--- src/rtl/segmux_pkg.sv ---
package segmux_pkg;

  typedef logic [3:0] hexDigit_t;
  typedef logic [6:0] segPat_t;

  // Strobes from the refresh control to the display datapath
  typedef struct packed {
    logic clear;  // synchronous reset request
    logic flip;   // invert the digit select this cycle
  } ctrlStrobe_t;

endpackage

--- src/rtl/segmux_decode.sv ---
module segmux_decode
  import segmux_pkg::*;
(
  input  hexDigit_t nibble,
  output segPat_t   pattern
);

  // Segment A on bit 6 down to G on bit 0, active-high
  always_comb begin
    case (nibble)
      4'h0: pattern = 7'b1111110;
      4'h1: pattern = 7'b0110000;
      4'h2: pattern = 7'b1101101;
      4'h3: pattern = 7'b1111001;
      4'h4: pattern = 7'b0110011;
      4'h5: pattern = 7'b1011011;
      4'h6: pattern = 7'b1011111;
      4'h7: pattern = 7'b1110000;
      4'h8: pattern = 7'b1111111;
      4'h9: pattern = 7'b1110011;
      4'hA: pattern = 7'b1110111;
      4'hB: pattern = 7'b0011111;
      4'hC: pattern = 7'b1001110;
      4'hD: pattern = 7'b0111101;
      4'hE: pattern = 7'b1001111;
      default: pattern = 7'b1000111;
    endcase
  end

endmodule

--- src/rtl/segmux_ctrl.sv ---
module segmux_ctrl
  import segmux_pkg::*;
#(
  parameter int TICK_LAST = 49999
) (
  input  logic        clk,
  input  logic        rst,
  output ctrlStrobe_t strb
);

  localparam int CNT_W = (TICK_LAST < 1) ? 1 : $clog2(TICK_LAST + 1);
  localparam logic [CNT_W-1:0] LAST_C = CNT_W'(TICK_LAST);

  logic [CNT_W-1:0] countQ;
  logic             atLast;

  assign atLast = (countQ == LAST_C);

  always_ff @(posedge clk) begin
    if (rst)         countQ <= '0;
    else if (atLast) countQ <= '0;
    else             countQ <= countQ + 1'b1;
  end

  assign strb.clear = rst;
  assign strb.flip  = atLast & ~rst;

  // the count never passes its terminal value
  assert_count_bound_R2: assert property (@(posedge clk) disable iff (rst)
    countQ <= LAST_C);

  // a flip strobe restarts the count
  assert_wrap_restart_R2: assert property (@(posedge clk) disable iff (rst)
    strb.flip |=> (countQ == '0));

  // reset brings the count back to zero
  assert_reset_count_R1: assert property (@(posedge clk)
    rst |=> (countQ == '0));

endmodule

--- src/rtl/segmux_dpath.sv ---
module segmux_dpath
  import segmux_pkg::*;
(
  input  logic        clk,
  input  ctrlStrobe_t strb,
  input  hexDigit_t   leftDigit,
  input  hexDigit_t   rightDigit,
  output segPat_t     segOut,
  output logic        digitSel
);

  logic      selQ;
  logic      selNext;
  hexDigit_t chosen;
  segPat_t   patNext;
  segPat_t   segQ;

  // Next select is known before the edge, so segments follow it exactly
  always_comb begin
    if (strb.clear)     selNext = 1'b0;
    else if (strb.flip) selNext = ~selQ;
    else                selNext = selQ;
  end

  assign chosen = selNext ? leftDigit : rightDigit;

  segmux_decode uDecode (
    .nibble  (chosen),
    .pattern (patNext)
  );

  always_ff @(posedge clk) begin
    selQ <= selNext;
    segQ <= patNext;
  end

  assign digitSel = selQ;
  assign segOut   = segQ;

  // reset drives the right digit
  assert_reset_right_R1: assert property (@(posedge clk)
    strb.clear |=> !digitSel);

  // a flip strobe inverts the select
  assert_flip_toggles_R2: assert property (@(posedge clk) disable iff (strb.clear)
    strb.flip |=> (digitSel != $past(digitSel)));

  // without a flip the select holds
  assert_sel_holds_R2: assert property (@(posedge clk) disable iff (strb.clear)
    !strb.flip |=> $stable(digitSel));

  // every hex pattern lights at least one segment
  assert_seg_lit_R6: assert property (@(posedge clk) disable iff (strb.clear)
    1'b1 |=> (segOut != '0));

endmodule

--- src/rtl/segmux_top.sv ---
module segmux_top
  import segmux_pkg::*;
#(
  parameter int TICK_LAST = 49999
) (
  input  logic       clk,
  input  logic       rst,
  input  logic [3:0] leftDigit,
  input  logic [3:0] rightDigit,
  output logic [6:0] segOut,
  output logic       digitSel
);

  ctrlStrobe_t strb;

  segmux_ctrl #(.TICK_LAST(TICK_LAST)) uCtrl (
    .clk  (clk),
    .rst  (rst),
    .strb (strb)
  );

  segmux_dpath uDpath (
    .clk        (clk),
    .strb       (strb),
    .leftDigit  (leftDigit),
    .rightDigit (rightDigit),
    .segOut     (segOut),
    .digitSel   (digitSel)
  );

endmodule

--- config.mk ---
export PLATFORM = sky130hd
export DESIGN_NAME = segmux_top
export DESIGN_NICKNAME = d
export VERILOG_FILES = /design/src/rtl/segmux_pkg.sv /design/src/rtl/segmux_decode.sv /design/src/rtl/segmux_ctrl.sv /design/src/rtl/segmux_dpath.sv /design/src/rtl/segmux_top.sv
export SDC_FILE = /design/constraint.sdc
export NUM_CORES = 1
export LEC_CHECK = 0
export BUFFER_PORTS_ARGS = -buffer_cell sky130_fd_sc_hd__buf_2
export CAP_MARGIN = 20
export CORE_UTILIZATION = 40
export DETAILED_ROUTE_END_ITERATION = 8
export HOLD_SLACK_MARGIN = 0.15
export PLACE_DENSITY = 0.6
export SLEW_MARGIN = 15
export SYNTH_ARGS = -nofsm -noshare
export SYNTH_HDL_FRONTEND = slang
export SYNTH_SLANG_ARGS = --single-unit
--- constraint.sdc ---
create_clock -name clk -period 3.8 [get_ports clk]
set_input_delay 0.57 -clock clk [delete_from_list [all_inputs] [get_ports clk]]
set_output_delay 0.57 -clock clk [all_outputs]
set_load 0.01 [all_outputs]
# After elaboration in Yosys (flattened, before gate mapping)
# Memory sizes are Yosys's and may differ from the RTL's. A register that Yosys moved wholly into a read port is not among the register bits.
# Cells that the tools add are included.
# W data, S select, Z words.
# word_totals
romBits	112
in_bits	10
out_inout_bits	8
elab_cells	12
regBits	17
n_memories	1
mem_bits_rw	0
latch_bits	0
# memory_table
memory	depth	width	rd	rd_clocked_by_memory_dff	wr	line	source
(name not given)	16	7	1	1	0	segmux_decode.sv:10	case (nibble)
# op_classes
shifts	0
reduce_logical	1
div_mod_pow	0
bitwise	3
eq_ne	1
n_mux	3
n_lt_le_gt_ge	0
add_sub_neg	1
multipliers	0
# op_table
op	n
$add A16 B1 Y16 const B	1
$eq A16 B16 Y1 const B	1
$mux W4	1
$mux W1	2
$not A1 Y1	2
$reduce_or A2 Y1	1
$and A1 B1 Y1	1

# Depth between registers and ports, before layout
# Gate-level depths: netlist of the first run.
# depth
ltp_word	5
ltp_mapped	10
ltp_nobuf	10

# Hierarchy
# From an unflattened synthesis of the first run, not the netlist that was laid out.
# hier_totals
hier_cells	134
hier_area_um2	1317.5
# by_module_without_submodules
mod	seq_area_each_um2	area_per_inst_um2	cells_each	instances
segmux_ctrl	320.3	800.8	81	1
segmux_decode	0.0	276.5	39	1
segmux_dpath	160.2	240.2	14	1

# Least setup slack after synthesis of the first run
# No wires, ideal clock.
# synth_timing
kind	register -> register
start	register uCtrl.countQ[5]
end	register uDpath.segQ[3], in the netlist uDpath.segOut[3]
required_time_ns	3.670
synth_period_minus_slack_ns	3.021
setup_time_ns	0.130
stages_incl_launch_ff	9
path_buffers	0
t_arrival_ns	2.891
path_slack_ns	0.779
cell_sequence	dfxtp_1 or4b_4 nor4_4 mux2i_2 mux2i_1 inv_1 ha_1 mux2i_1 o211ai_1
# synth_between
elab_chain_len	5
# synth_lines
element	line	source
start, declared	segmux_ctrl.sv:14	logic [CNT_W-1:0] countQ;
start signal, assigned	segmux_ctrl.sv:22	else countQ <= countQ + 1'b1;
$eq A16 B16 Y1	segmux_ctrl.sv:17	assign atLast = (countQ == LAST_C);
$and A1 B1 Y1	segmux_ctrl.sv:26	assign strb.flip = atLast & ~rst;
$mux W1	segmux_dpath.sv:21	else if (strb.flip) selNext = ~selQ;
$mux W1	segmux_dpath.sv:20	if (strb.clear) selNext = 1'b0;
$mux W4	segmux_dpath.sv:25	assign chosen = selNext ? leftDigit : rightDigit;
end, declared	segmux_dpath.sv:16	segPat_t segQ;
# No other way between the ends.
# A chain may end at the register's enable or synchronous reset.

# Worst setup path in the final report of the first run
# layout_timing
start	register uCtrl.countQ[11]
end	register uDpath.segQ[1], in the netlist uDpath.segOut[1]
# The elaborated chain is that of the path after synthesis.

==> impl_metrics.tcl, run 1 <==
set metrics [dict create \
    outcome "complete, no violations" \
    reg2reg_slack_ns 0.59 \
    cp_slowest_cell "or4b_2" \
    crit_required_ns 4.05 \
    grt-ovfl-total 0 \
    vias 964 \
    worst_slew_pin_slew_ns 0.561 \
    clock_latency_ns 0.33 \
    worstSetupStartpointType "flop" \
    worstSetupEndpointType "flop" \
    cp_num_cells 9 \
    syn_to_final_growth_pct 13.4 \
    initial_core_util 0.436 \
    slew-limit-headroom 0.615 \
    drc 0 \
    skew_ns 0.00756 \
    synth.top_cell.area_share 0.389 \
    yosys_warnings 0 \
    clock-sinks 24 \
    cp.arrival_ns 3.46 \
    grt_pass1_vias 901 \
    p_leak_nw 0.592 \
    post_cts_buffers 0 \
    die_w_um 57.5 \
    power_density_nw_per_um2 364 \
    viasPerCell 5.42 \
    antenna_found_initial 0 \
    drive_gt1_frac 0.211 \
    synth_seq_cells 24 \
    dpl.hpwl_um 1630 \
    hold_buffers 0 \
    cts-root-buf "clkbuf_4" \
    io_buffers 17 \
    fin_tns_setup_ns 0 \
    grt_pass1_wl_um 3980 \
    drt_first_pass_iters 4 \
    crit_end "uDpath.segOut[1]" \
    num_antenna_cells 0 \
    ir_drop_mv 0.225 \
    grt.total_usage 0.157 \
    avgSynthCellArea_um2 9.64 \
    globalplace.congestion 0.852 \
    fmax_mhz 312 \
    nets 166 \
    crit_family "multiplexers" \
    rows 19 \
    wl_per_cell_um 12.5 \
    yosysUniqueCellTypes 35 \
    synth_top_area_cell "dfxtp_1" \
    min_path_type "input port to flop" \
    cts_resized 0 \
    final_util 0.494 \
    final.period_utilization 0.844 \
    die_area_um2 3310 \
    fin_crit_ns 3.21 \
    grt_max_degree 16 \
    cp_slowest_stage_delay_ns 0.68 \
    cts_buffers 3 \
    clockBufferDepth 2 \
    rr_worst_depth 9 \
    synth_nets 146 \
    cts_tree "done" \
    critPathMaxFanout 7 \
    drt_first_iter_violations 21 \
    syn-instance-count 128 \
    synth.area.top_cells "dfxtp_1 (39%), ha_1 (8.1%), xor2_1 (5.7%)" \
    critical_path_class "flop to flop" \
    core_area_um2 2830 \
    setup_viol 0 \
    r2r-end "uDpath.segOut[1]" \
    htree_levels 1 \
    ios 18 \
    timing.rr.start "uCtrl.countQ[11]" \
    p_total_w 0.000509 \
    rsz0062_at_grt "false" \
    path_cells "or4b_2 > nor4_4 > mux2i_2 > buf_4 > mux2i_1 > inv_1 > ha_1 > mux2_1 > a22oi_1" \
    crit_start "uCtrl.countQ[11]" \
    netlist_area_um2 1230 \
    clk_pin_slew_worst_paths_ns 0.14 \
    ys_seq_area_frac 0.389 \
    antenna_left 0 \
    wl_um 2220 \
    die_y_um 57.5 \
    max-cap-violations 0 \
    worst-path-buf-inv 2 \
    hold_viol_final 0 \
    drv_slew 0 \
]
[cells in the final DEF, fill, tap and decap left out, types with 2 or more instances in the layout]
cell type	instances
a21oi_1	4
a22oi_1	2
and3_1	3
buf_2	17
clkbuf_4	3
dfxtp_1	24
ha_1	8
inv_1	7
mux2_1	2
mux2_2	2
mux2i_1	5
nand2_1	5
nand3_1	6
nand4_1	4
nor2_1	16
nor3_1	2
o211ai_1	2
o21ai_0	3
or3_1	4
xnor2_1	4
xor2_1	8
[cell usage after synthesis]
cell      number
dfxtp_1       24
nor2_1        16
ha_1           8
xor2_1         8
inv_1          7
nand3_1        6
mux2i_1        5
nand2_1        5
a21oi_1        4
nand4_1        4
or3_1          4
xnor2_1        4
and3_1         3
o21ai_0        3
a22oi_1        2
clkbuf_1       2
mux2_1         2
mux2_2         2
nor3_1         2
o211ai_1       2
a211o_1        1
a211oi_2       1
and2_1         1
buf_6          1
mux2i_2        1
mux2i_4        1
nand3b_1       1
nor2b_1        1
nor4_4         1
o22a_1         1
o32a_1         1
or2_2          1
or4_1          1
or4b_2         1
or4b_4         1
[how the worst min path moves through the flow]
stage                               start         endpoint  slack [ns]  cells past startpoint
after floorplan           uCtrl.countQ[0]  uCtrl.countQ[0]        0.44                      1
after global placement    uCtrl.countQ[0]  uCtrl.countQ[0]        0.46                      1
after detailed placement  uCtrl.countQ[0]  uCtrl.countQ[0]        0.47                      1
after CTS                             rst  uCtrl.countQ[2]        0.41                      2
after global routing                  rst  uCtrl.countQ[2]        0.41                      2
final                                 rst  uCtrl.countQ[2]        0.42                      2
[cell type report]
class	instances	area [um^2]
fillers	280	1430
multi-input cells	94	708
flip-flops and latches	24	480
repair buffers	18	92.6
well taps	31	38.8
clock inverters	1	30.0
inverters	7	26.3
clock buffers	3	22.5
[cells by family after synthesis]
group,count (synthesis),synth area share
muxes,11,0.106
buffers and inverters,10,0.0365
xor gates and xnor gates,12,0.0852
adders and majority gates,8,0.0811
AOI/OAI and AO/OA,15,0.0852
and+or+nand+nor,48,0.216
DFF,24,0.389
[power by group]
part	internal, W	switching [W]	total [W]
sequential	0.000261	0.00000479	0.000266
combinational	0.0000244	0.0000296	0.0000540
clock	0.000107	0.0000823	0.000189
total	0.000393	0.000117	0.000509
[state kept, by name, indices dropped and copies added (netlist names)]
name and cells:
uCtrl.countQ 16, uDpath.digitSel 1, uDpath.segOut 7
[per-layer routing]
layer / part of all wire / up-vias / global-route usage
met5: 0 / - / 0
met4: 0.011 / 0 / 0.0592
met3: 0.038 / 5 / 0.0499
met2: 0.51 / 18 / 0.271
met1: 0.44 / 459 / 0.180
li1: - / 482 / -
[worst register-to-register path, delay by kind of cell, from the launching register on]
family | cells | cell delay [ns]
buffers and inverters | 2 | 0.36
AOI/OAI and AO/OA | 1 | 0.15
DFF | 1 | 0.39
muxes | 3 | 1.07
and+or+nand+nor | 2 | 0.90
adders and majority gates | 1 | 0.27
[through the flow]
stage	setup WS, ns	instance area [um^2]	instances	hold slack, ns
3_3_place_gp	0.716	1350	174	0.463
5_1_grt	0.365	1400	178	0.409
4_1_cts	0.557	1400	178	0.414
6_report	0.593	1400	178	0.423
3_5_place_dp	0.583	1350	174	0.473
2_1_floorplan	0.779	1230	128	0.442
No activity file was read; power rests on OpenSTA's default activity.
==> inputs of run 2 (changes only) <==
==> constraint.sdc (replaced) <==
create_clock -name clk -period 3.2 [get_ports clk]
set_input_delay 0.48 -clock clk [delete_from_list [all_inputs] [get_ports clk]]
set_output_delay 0.48 -clock clk [all_outputs]
set_load 0.01 [all_outputs]
==> impl_metrics.tcl, run 2 (synthesis gave the netlist of run 1 again) <==
set metrics [dict create \
    crit_required_ns 3.44 \
    antenna_left 0 \
    initial_core_util 0.436 \
    syn_to_final_growth_pct 14.0 \
    setup_ws_ns 0.283 \
    final.period_utilization 0.911 \
    die_w_um 57.5 \
    drc 0 \
    post_cts_buffers 0 \
    pwr-share-clk 0.367 \
    largest_reg_flops 16 \
    fin_tns_setup_ns 0 \
    dp_cells 175 \
    nets 167 \
    num_antenna_cells 0 \
    clock-sinks 24 \
    wl_per_cell_um 11.9 \
    rsz0062_at_grt "false" \
    setup_viol 0 \
    drive_gt1_frac 0.216 \
    power.internal_w 0.000467 \
    max-cap-violations 0 \
    p_leak_nw 0.597 \
    drt_first_iter_violations 18 \
    hold_buffers 0 \
    cts_tree "done" \
    grt-ovfl-total 0 \
    worstSetupStartpointType "flop" \
    ir_drop_mv 0.257 \
    grt_pass1_vias 925 \
    ios 18 \
    core_area_um2 2830 \
    cp.arrival_ns 3.16 \
    fmax_mhz 343 \
    clk_pin_slew_worst_paths_ns 0.13 \
    viasPerCell 5.27 \
    wl_um 2140 \
    preCtsSetupSlack_ns 0.320 \
    vias 943 \
    drt_first_pass_iters 4 \
    worstSetupEndpointType "flop" \
    rows 19 \
    cts-root-buf "clkbuf_4" \
    die_y_um 57.5 \
    power_density_nw_per_um2 428 \
    drv_slew 0 \
    outcome "complete, no violations" \
    htree_levels 1 \
    p_sw_frac 0.224 \
    min_path_type "input port to flop" \
    reg2reg_slack_ns 0.28 \
    hold_viol_final 0 \
    worst_slew_pin_slew_ns 0.492 \
    fillers 275 \
    grt_max_degree 16 \
    instances_no_fill 179 \
    slew-limit-headroom 0.663 \
    cts_buffers 3 \
    grt.total_usage 0.152 \
    regMostFlops "uCtrl.countQ" \
    skew_ns 0.00294 \
    antenna_found_initial 0 \
    clock_latency_ns 0.32 \
    clockBufferDepth 2 \
    most-common-layout-cells "dfxtp_1 (24), buf_2 (17), nor2_1 (16)" \
    globalplace.congestion 0.860 \
    dpl.hpwl_um 1650 \
    final_util 0.497 \
    cts_resized 0 \
    critical_path_class "flop to flop" \
    fin_crit_ns 2.92 \
    grt_pass1_wl_um 3920 \
    layout_commonest_cell "dfxtp_1" \
    p_switching_w 0.000135 \
    die_area_um2 3310 \
    p_seq_frac 0.525 \
    io_buffers 17 \
    critPathMaxFanout 6 \
    comb_power_share 0.108 \
]
## run 2: cell count changes in the layout (fill, tap and decap cells not counted), sizes merged
cell and delta:
buf +1
## run 2: path summary, 6_finish.rpt
check | cells after the start | start | endpoint
worst max-delay path | 8 | uCtrl.countQ[5] | uDpath.segOut[0]
worst min-delay path | 2 | rst | uCtrl.countQ[2]
worst max register to register | 8 | uCtrl.countQ[5] | uDpath.segOut[0]
worst min register to register | 1 | uCtrl.countQ[0] | uCtrl.countQ[0]
## run 2: area by class of cell
class / count / area [um^2] / area share
clock buffers: 3 / 22.5 / 0.0160
clock inverters: 1 / 30.0 / 0.0214
inverters: 7 / 26.3 / 0.0187
multi-input cells: 94 / 708 / 0.504
flip-flops and latches: 24 / 480 / 0.342
well taps: 31 / 38.8 / 0.0276
repair buffers: 19 / 100 / 0.0712
## run 2: worst max-delay path, stage by stage (launching register included)
cell and delay [ns]:
dfxtp_1 0.38, or4b_4 0.56, nor4_4 0.34, mux2i_2 0.24, buf_4 0.19, mux2_2 0.40
ha_1 0.26, mux2_1 0.31, a22oi_1 0.17
## run 2: per-layer routing
layer | wire, um | vias to the layer above | part of all wire | GRT usage
met1 | 951 | 438 | 0.45 | 0.178
met2 | 1090 | 15 | 0.51 | 0.267
met3 | 74 | 2 | 0.035 | 0.0476
met4 | 18 | 0 | 0.0084 | 0.0418
li1 | - | 488 | - | -
met5 | 0 | - | 0 | 0
## run 2: power groups by stage
stage | combinational, W | clock, W | sequential [W]
2_1_floorplan | 0.0000392 | 0 | 0.000327
3_3_place_gp | 0.0000646 | 0 | 0.000323
3_5_place_dp | 0.0000660 | 0 | 0.000323
4_1_cts | 0.0000663 | 0.000227 | 0.000316
5_1_grt | 0.0000734 | 0.000247 | 0.000318
6_report | 0.0000651 | 0.000221 | 0.000316
## run 2: per-stage QoR
| step | hold WS [ns] | power [W] | instance area, um^2 |
|---|---|---|---|
| CTS | 0.333 | 0.000610 | 1410 |
| detailed placement | 0.472 | 0.000389 | 1350 |
| floorplan | 0.442 | 0.000366 | 1230 |
| global placement | 0.463 | 0.000387 | 1350 |
| finish | 0.340 | 0.000602 | 1410 |
| global route | 0.335 | 0.000638 | 1410 |
